$ cat src/rtl/dpca_pkg.sv
// Package: shared types for the same-address collision arbiter.
// Assumes exactly two ports, called left and right.
package dpca_pkg;
    // Which port held the contested address in the last cycle.
    typedef enum logic [1:0] {
        HOLD_NONE  = 2'd0,
        HOLD_LEFT  = 2'd1,
        HOLD_RIGHT = 2'd2
    } holder_e;
endpackage

$ cat src/rtl/dpca_port_track.sv
// Module: remembers one port's enable and address from the previous cycle.
// It reports whether the port is continuing an access it already held
// on the same address. Assumes a synchronous active-low reset.
module dpca_port_track #(
    parameter int ADDR_W = 11
) (
    input  logic              clk,
    input  logic              rst_n,
    input  logic              en,
    input  logic [ADDR_W-1:0] addr,
    output logic              cont
);
    logic              en_q;
    logic [ADDR_W-1:0] addr_q;

    // Capture the port's selection for comparison in the next cycle.
    always_ff @(posedge clk) begin
        if (!rst_n) begin
            en_q   <= 1'b0;
            addr_q <= '0;
        end else begin
            en_q   <= en;
            addr_q <= addr;
        end
    end

    // The port continues when it was and still is on the same word.
    always_comb begin
        cont = en && en_q && (addr_q == addr);
    end
endmodule

$ cat src/rtl/dpca_decide.sv
// Module: the collision decision. It detects a same-address selection,
// picks the winner (the current holder, then a continuing port, else left),
// keeps the loser busy for one cycle after the match ends, and flags
// the first cycle of each busy episode. Assumes a synchronous active-low reset.
module dpca_decide
    import dpca_pkg::*;
#(
    parameter int ADDR_W = 11
) (
    input  logic              clk,
    input  logic              rst_n,
    input  logic              l_en,
    input  logic              r_en,
    input  logic [ADDR_W-1:0] l_addr,
    input  logic [ADDR_W-1:0] r_addr,
    input  logic              l_cont,
    input  logic              r_cont,
    output logic              l_busy,
    output logic              r_busy,
    output logic              onset
);
    holder_e holder_q;
    holder_e holder_d;
    logic    match;
    logic    any_busy;
    logic    any_busy_q;

    // Same-word selection by both ports; the read or write kind is not used.
    always_comb begin
        match = l_en && r_en && (l_addr == r_addr);
    end

    // Choose the winner for this cycle.
    always_comb begin
        holder_d = HOLD_NONE;
        if (match) begin
            if (holder_q != HOLD_NONE)
                holder_d = holder_q;
            else if (r_cont && !l_cont)
                holder_d = HOLD_RIGHT;
            else
                holder_d = HOLD_LEFT;
        end
    end

    // The loser is busy during the match and for one cycle after it.
    always_comb begin
        l_busy   = (holder_d == HOLD_RIGHT) || (holder_q == HOLD_RIGHT);
        r_busy   = (holder_d == HOLD_LEFT)  || (holder_q == HOLD_LEFT);
        any_busy = l_busy || r_busy;
        onset    = any_busy && !any_busy_q;
    end

    // Record the winner and the busy state for the next cycle.
    always_ff @(posedge clk) begin
        if (!rst_n) begin
            holder_q   <= HOLD_NONE;
            any_busy_q <= 1'b0;
        end else begin
            holder_q   <= holder_d;
            any_busy_q <= any_busy;
        end
    end
endmodule

$ cat src/rtl/dpca_wgate.sv
// Module: blocks one port's write strobe while its inhibit is active.
// Writes are also held off during reset. The inhibit input is active low.
module dpca_wgate (
    input  logic rst_n,
    input  logic en,
    input  logic we,
    input  logic inhibit_n,
    output logic we_mem
);
    // Pass the strobe only for a selected, uninhibited port out of reset.
    always_comb begin
        we_mem = rst_n && en && we && inhibit_n;
    end
endmodule

$ cat src/rtl/dp_collision_arbiter.sv
// Module: top of the same-address collision arbiter. In master mode it
// arbitrates and drives the active-low busy outputs. In slave mode it uses
// the busy inputs as per-port write inhibits. The memory array is outside.
module dp_collision_arbiter #(
    parameter int ADDR_W = 11
) (
    input  logic              clk,
    input  logic              rst_n,
    input  logic              master_mode,
    input  logic              l_en,
    input  logic [ADDR_W-1:0] l_addr,
    input  logic              l_we,
    input  logic              r_en,
    input  logic [ADDR_W-1:0] r_addr,
    input  logic              r_we,
    input  logic              l_busy_in_n,
    input  logic              r_busy_in_n,
    output logic              l_busy_out_n,
    output logic              r_busy_out_n,
    output logic              l_we_mem,
    output logic              r_we_mem,
    output logic              collision
);
    localparam int NPORT = 2;

    logic [NPORT-1:0]             en_v;
    logic [NPORT-1:0]             we_v;
    logic [NPORT-1:0]             cont_v;
    logic [NPORT-1:0]             inh_n_v;
    logic [NPORT-1:0]             wmem_v;
    logic [NPORT-1:0][ADDR_W-1:0] addr_v;
    logic                         l_busy;
    logic                         r_busy;
    logic                         onset;

    // Gather the per-port signals into vectors (index 0 = left).
    always_comb begin
        en_v   = {r_en, l_en};
        we_v   = {r_we, l_we};
        addr_v = {r_addr, l_addr};
    end

    for (genvar p = 0; p < NPORT; p++) begin : g_track
        dpca_port_track #(.ADDR_W(ADDR_W)) u_track (
            .clk   (clk),
            .rst_n (rst_n),
            .en    (en_v[p]),
            .addr  (addr_v[p]),
            .cont  (cont_v[p])
        );
    end

    dpca_decide #(.ADDR_W(ADDR_W)) u_decide (
        .clk    (clk),
        .rst_n  (rst_n),
        .l_en   (l_en),
        .r_en   (r_en),
        .l_addr (l_addr),
        .r_addr (r_addr),
        .l_cont (cont_v[0]),
        .r_cont (cont_v[1]),
        .l_busy (l_busy),
        .r_busy (r_busy),
        .onset  (onset)
    );

    // Pick the inhibit source by mode and drive the busy outputs.
    always_comb begin
        if (master_mode) begin
            inh_n_v = {~r_busy, ~l_busy};
        end else begin
            inh_n_v = {r_busy_in_n, l_busy_in_n};
        end
        l_busy_out_n = !(rst_n && master_mode && l_busy);
        r_busy_out_n = !(rst_n && master_mode && r_busy);
        collision    = rst_n && master_mode && onset;
    end

    for (genvar p = 0; p < NPORT; p++) begin : g_gate
        dpca_wgate u_gate (
            .rst_n     (rst_n),
            .en        (en_v[p]),
            .we        (we_v[p]),
            .inhibit_n (inh_n_v[p]),
            .we_mem    (wmem_v[p])
        );
    end

    // Hand the gated strobes to the array.
    always_comb begin
        l_we_mem = wmem_v[0];
        r_we_mem = wmem_v[1];
    end
endmodule

$ cat config.mk
export PLATFORM = sky130hd
export DESIGN_NAME = dp_collision_arbiter
export DESIGN_NICKNAME = d
export VERILOG_FILES = /design/src/rtl/dpca_pkg.sv /design/src/rtl/dpca_port_track.sv /design/src/rtl/dpca_decide.sv /design/src/rtl/dpca_wgate.sv /design/src/rtl/dp_collision_arbiter.sv
export SDC_FILE = /design/constraint.sdc
export NUM_CORES = 1
export LEC_CHECK = 0
export BUFFER_PORTS_ARGS = -buffer_cell sky130_fd_sc_hd__buf_2
export CAP_MARGIN = 20
export CORE_UTILIZATION = 43
export CTS_BUF_LIST = sky130_fd_sc_hd__clkbuf_16
export CTS_CLUSTER_SIZE = 8
export DETAILED_ROUTE_END_ITERATION = 6
export MAX_ROUTING_LAYER = met4
export PLACE_DENSITY = 0.7
export SYNTH_ARGS = -nofsm -noshare
export SYNTH_HDL_FRONTEND = slang
export SYNTH_SLANG_ARGS = --single-unit
$ cat constraint.sdc
create_clock -name clk -period 1.4 [get_ports clk]
set_clock_uncertainty 0.2 [all_clocks]
set_input_delay 0.07 -clock clk [delete_from_list [all_inputs] [get_ports clk]]
set_output_delay 0.07 -clock clk [all_outputs]
set_load 0.01 [all_outputs]
Word level (Yosys, flattened, before mapping)
Cells that the tools add are included.
{"block": "word_totals", "regBits": 27, "input_bits": 31, "output_inout_bits": 5, "word_cells": 45}
{"block": "classes", "eq_ne": 7, "mux": 4, "n_bitwise": 2, "n_reduce_logical": 26}
{"operator": "$eq 11x11->1", "count": 3}
{"operator": "$logic_and 1x1->1", "count": 18}
{"operator": "$mux 2", "count": 4}
{"operator": "$eq 2x1->1 const B", "count": 2}
{"operator": "$eq 2x2->1 const B", "count": 2}
{"operator": "$logic_not 1->1", "count": 4}
{"operator": "$logic_or 1x1->1", "count": 3}
{"operator": "$not 1->1", "count": 2}
{"operator": "$reduce_bool 2->1", "count": 1}

Longest topological paths before layout
{"block": "logic_depth", "word_depth": 12, "mapped_depth": 5, "depth_no_buf": 5}

Modules after synthesis
Synthesis repeated with hierarchy kept, for this count alone.
{"block": "hier_totals", "cells_unflattened": 127, "hier_area_um2": 1247.4}
{"module": "dpca_port_track", "n_inst": 2, "cells_each": 41, "area_each_um2": 450.4, "seq_area_each_um2": 240.2}
{"module": "dpca_decide", "n_inst": 1, "cells_each": 36, "area_each_um2": 285.3, "seq_area_each_um2": 60.1}
{"module": "dp_collision_arbiter", "n_inst": 1, "cells_each": 7, "area_each_um2": 43.8, "seq_area_each_um2": 0.0}
{"module": "dpca_wgate", "n_inst": 2, "cells_each": 1, "area_each_um2": 8.8, "seq_area_each_um2": 0.0}

Worst setup path before layout
No wires, ideal clock.
{"block": "synth_path", "path_type": "register to output", "from": "reg g_track[1].u_track.addr_q[10]", "to": "out r_we_mem", "arrival_time_ns": 1.269, "required_ns": 1.130, "setup_slack_ns": -0.139, "stages_incl_launch_ff": 5, "path_buffers": 0, "path_cell_list": "dfxtp_1 > xor2_1 > nor4_1 > nand4_1 > a41oi_1"}
{"block": "synth_between", "elab_chain_cells": 11}
{"element": "start, declared", "line": "dpca_port_track.sv:14", "text": "logic [ADDR_W-1:0] addr_q;"}
{"element": "start signal, assigned", "line": "dpca_port_track.sv:23", "text": "addr_q <= addr;"}
{"element": "$eq 11x11->1", "line": "dpca_port_track.sv:29", "text": "cont = en && en_q && (addr_q == addr);"}
{"element": "$logic_and 1x1->1", "line": "dpca_port_track.sv:29"}
{"element": "$logic_and 1x1->1", "line": "dpca_decide.sv:39", "text": "else if (r_cont && !l_cont)"}
{"element": "$mux 2", "line": "dpca_decide.sv:39"}
{"element": "$mux 2", "line": "dpca_decide.sv:37", "text": "if (holder_q != HOLD_NONE)"}
{"element": "$mux 2", "line": "dpca_decide.sv:36", "text": "if (match) begin"}
{"element": "$eq 2x1->1", "line": "dpca_decide.sv:49", "text": "r_busy = (holder_d == HOLD_LEFT) || (holder_q == HOLD_LEFT);"}
{"element": "$logic_or 1x1->1", "line": "dpca_decide.sv:49"}
{"element": "$not 1->1", "line": "dp_collision_arbiter.sv:70", "text": "inh_n_v = {~r_busy, ~l_busy};"}
{"element": "$mux 2", "line": "dp_collision_arbiter.sv:69", "text": "if (master_mode) begin"}
{"element": "$logic_and 1x1->1", "line": "dpca_wgate.sv:12", "text": "we_mem = rst_n && en && we && inhibit_n;"}
{"element": "end, declared", "line": "dp_collision_arbiter.sv:21", "text": "output logic r_we_mem,"}
Every way passes these cells.

Final worst setup path
{"block": "layout_path", "from": "reg g_track[0].u_track.addr_q[8]", "to": "out r_we_mem"}
{"block": "layout_between", "elab_chain_cells": 12}
{"element": "start, declared", "line": "dpca_port_track.sv:14"}
{"element": "start signal, assigned", "line": "dpca_port_track.sv:23"}
{"element": "$eq 11x11->1", "line": "dpca_port_track.sv:29"}
{"element": "$logic_and 1x1->1", "line": "dpca_port_track.sv:29"}
{"element": "$logic_not 1->1", "line": "dpca_decide.sv:39"}
{"element": "$logic_and 1x1->1", "line": "dpca_decide.sv:39"}
{"element": "$mux 2", "line": "dpca_decide.sv:39"}
{"element": "$mux 2", "line": "dpca_decide.sv:37"}
{"element": "$mux 2", "line": "dpca_decide.sv:36"}
{"element": "$eq 2x1->1", "line": "dpca_decide.sv:49"}
{"element": "$logic_or 1x1->1", "line": "dpca_decide.sv:49"}
{"element": "$not 1->1", "line": "dp_collision_arbiter.sv:70"}
{"element": "$mux 2", "line": "dp_collision_arbiter.sv:69"}
{"element": "$logic_and 1x1->1", "line": "dpca_wgate.sv:12"}
Every way passes these cells.

==> key figures <==
Outcome
  – Status: complete, but fails checks
  – Failing checks: DRC, hold timing, setup timing

Layout
  – Number of diodes: 0
  – Area of the multi-input gates: around 1000 sq um
  – Commonest non-fill, non-tap cell in the layout: buf_2
  – Area growth, synth to finish: 72.3%
  – Layout cells sized above 1: between 40% and 50%
  – Final nets: roughly 260
  – Util after Layout: slightly above 80%
  – Fill count: between 150 and 200
  – Most frequent cells in the layout: 31 x buf_2, 26 x dlygate4sd3_1, 25 x and2_1, 22 x buf_4, 20 x dfxtp_1
  – Fin cells: between 200 and 300
  – Register Area: ~550 sq um

Global route
  – GRT overflow: 0
  – First-pass GRT wire length: 6550 um
  – Antenna violations before repair: 0
  – Vias in the first global route: between 1000 and 1500
  – Pin count of the biggest net entering global routing: 15
  – Total track usage: approximately a quarter

Placement
  – Hpwl dp: between 2000 and 3000 um
  – GPL Wtd Cong: ~0.9
  – Placed Cells: roughly 220
  – PortBufs: 35

Die
  – Io pins: 36
  – Die span in y: 58.0 um
  – Die Area: between 3000 and 4000 sq um
  – Starting Density: between 40 and 50%
  – DIE WIDTH: ~58 um
  – Row cnt: 19
  – Core footprint: 2850 sq um

STA
  – Final setup violation count: 7
  – Max Clk Rate: just over 0.5 GHz
  – Crit path time final: between 1.5 and 2 ns
  – Period utilization: 140%
  – Final slew viol count: 0
  – Total negative slack: -2.93 ns
  – Worst slew margin: 74.8%
  – Hold_ws: -0.00394 ns
  – Hold Fails Final Rpt: 2
  – Worst-margin pin slew: roughly 0.38 ns
  – Final setup margin: -0.567 ns
  – RSZ-0062 raised after global routing: true

Power and ir drop
  – Leak: 0.977 nW
  – Worst vdd ir: slightly above 0.7 mV
  – Pwr/cell area: a little over 800 nW/um^2
  – Overall power: approximately 1.9 mW

Detailed routing
  – First DRT Iteration DRCs: between 80 and 90
  – DRC: 4
  – Via Count: roughly 1400
  – Drt first pass iters: 6
  – Vias/cell: ~5.4
  – DR WL/cell: 17.4 um
  – Antenna-violating nets left: 0
  – WL final: around 4500 um

CTS
  – Clock-pin slew on the worst setup and hold paths: 0.06 ns
  – CTS Buffer Depth: 2
  – CTS Root Cell: clkbuf_16
  – TritonCTS Buffers: 3
  – Clock sink total: 27
  – Clk_lat worst skew: about 0.26 ns
  – CTS tree: built
  – H-tree depth: 1

Yosys
  – Ys flop type: dfxtp_1
  – Synth async-reset ratio: 0%
  – Sequential share of the synthesized area: roughly two fifths
  – Post-synthesis cell area: between 1000 and 1500 sq um
  – Synth Net Count: between 150 and 200
  – Synth Register Bits: 27
  – Syn_area_per_cell: approximately 9.6 sq um
  – YS warnings: 0
  – Syn Inst Count: approximately 140
  – Yosys cell types: 25
  – Post-synth EDFFs: 0

Worst setup path
  – Reg2reg setup slack: -0.25 ns
  – Critical R2R Launch: g_track[0].u_track.addr_q[8]
  – CP Launch Point: g_track[0].u_track.addr_q[8]
  – CP arrival: between 1.5 and 2 ns
  – Critical Path Source Type: flop
  – Req. time, crit path: 1.13 ns
  – Setup CP Type: flop to output pin
  – Worst setup EP type: output pin
  – CP Max Fanout: 5

Run
  – Max Cap Viol: 0

Worst hold path
  – HP Start: rst_n
  – HP Class: input pin to flop
==> cells by family after synthesis <==
kind of cell / Yosys count / synth area share [%]
AOI/OAI and AO/OA: 10 / 6.41
xor gates and xnor gates: 33 / 21.4
buffers and inverters: 5 / 1.39
DFF: 27 / 40.1
and+or+nand+nor: 66 / 30.6
==> state kept, by name, indices dropped and copies added (netlist names) <==
signal,cells
u_decide.holder_q,2
u_decide.any_busy_q,1
g_track.u_track.en_q,2
g_track.u_track.addr_q,22
==> area by class of cell <==
cell class | instances | area share (%)
clock buffer | 3 | 3.23
multi-input combinational | 109 | 44.0
sequential | 27 | 23.7
inverter | 2 | 0.323
tap | 31 | 1.67
clock inverter | 1 | 0.162
timing repair buffer | 83 | 26.9
==> timing repair <==
item | CTS | global route
gates resized for setup | 22 | 21
hold buffers | 25 | 1
endpoints found under the hold margin | 24 | 1
buffers inserted | 3 | 2
setup endpoints to repair | 8 | 8
pin swaps | 14 | 9
==> synthesized netlist by cell type (2+ instances only) <==
cell | n | share of area, %
nor4_1 | 13 | 6.0
o21ai_1 | 2 | 0.74
a41oi_1 | 2 | 1.3
and2_1 | 25 | 12
nor2_1 | 4 | 1.1
nand2_1 | 6 | 1.7
dfxtp_1 | 27 | 40
nand4_1 | 3 | 1.4
nand3b_1 | 3 | 1.7
clkbuf_1 | 3 | 0.84
a31oi_1 | 2 | 0.93
inv_1 | 2 | 0.56
xnor2_1 | 8 | 5.2
xor2_1 | 25 | 16
nand3_1 | 5 | 1.9
o21a_1 | 2 | 1.1
==> report_power, final <==
| group | switching, mW | leakage [nW] | total (mW) | internal, mW |
|---|---|---|---|---|
| sequential | 0.0211 | 0.226 | 0.829 | 0.808 |
| combinational | 0.221 | 0.708 | 0.454 | 0.233 |
| clock | 0.260 | 0.0423 | 0.643 | 0.382 |
| total | 0.503 | 0.977 | 1.93 | 1.42 |
==> through the flow <==
stage	cell area (sq um)	setup slack, ns
2_1_floorplan	1360	-0.106
3_3_place_gp	1690	-0.339
3_5_place_dp	1690	-0.424
4_1_cts	2160	-0.527
5_1_grt	2320	-0.632
6_report	2320	-0.567
==> worst max-delay path, stage by stage (launching register included) <==
cell and delay (ns):
dfxtp_2 0.33, xor2_2 0.16, nor4_2 0.29, nand3_1 0.16, nand4_1 0.12, buf_6 0.13
a41oi_2 0.09, buf_2 0.15
==> routing by layer <==
layer	vias to the layer above	share of wire, %	GRT usage (%)
met5	-	0	-
met4	0	1.3	9.18
met3	8	5.8	3.79
met1	664	42	30.9
li1	650	-	-
met2	51	51	46.5
==> final timing paths <==
path	endpoint	depth (start not counted)
worst max-delay path	r_we_mem	7
worst min-delay path	g_track[1].u_track.addr_q[4]	2
worst max register to register	u_decide.holder_q[1]	7
worst min register to register	u_decide.holder_q[1]	2
No activity file was read; power rests on OpenSTA's default activity.
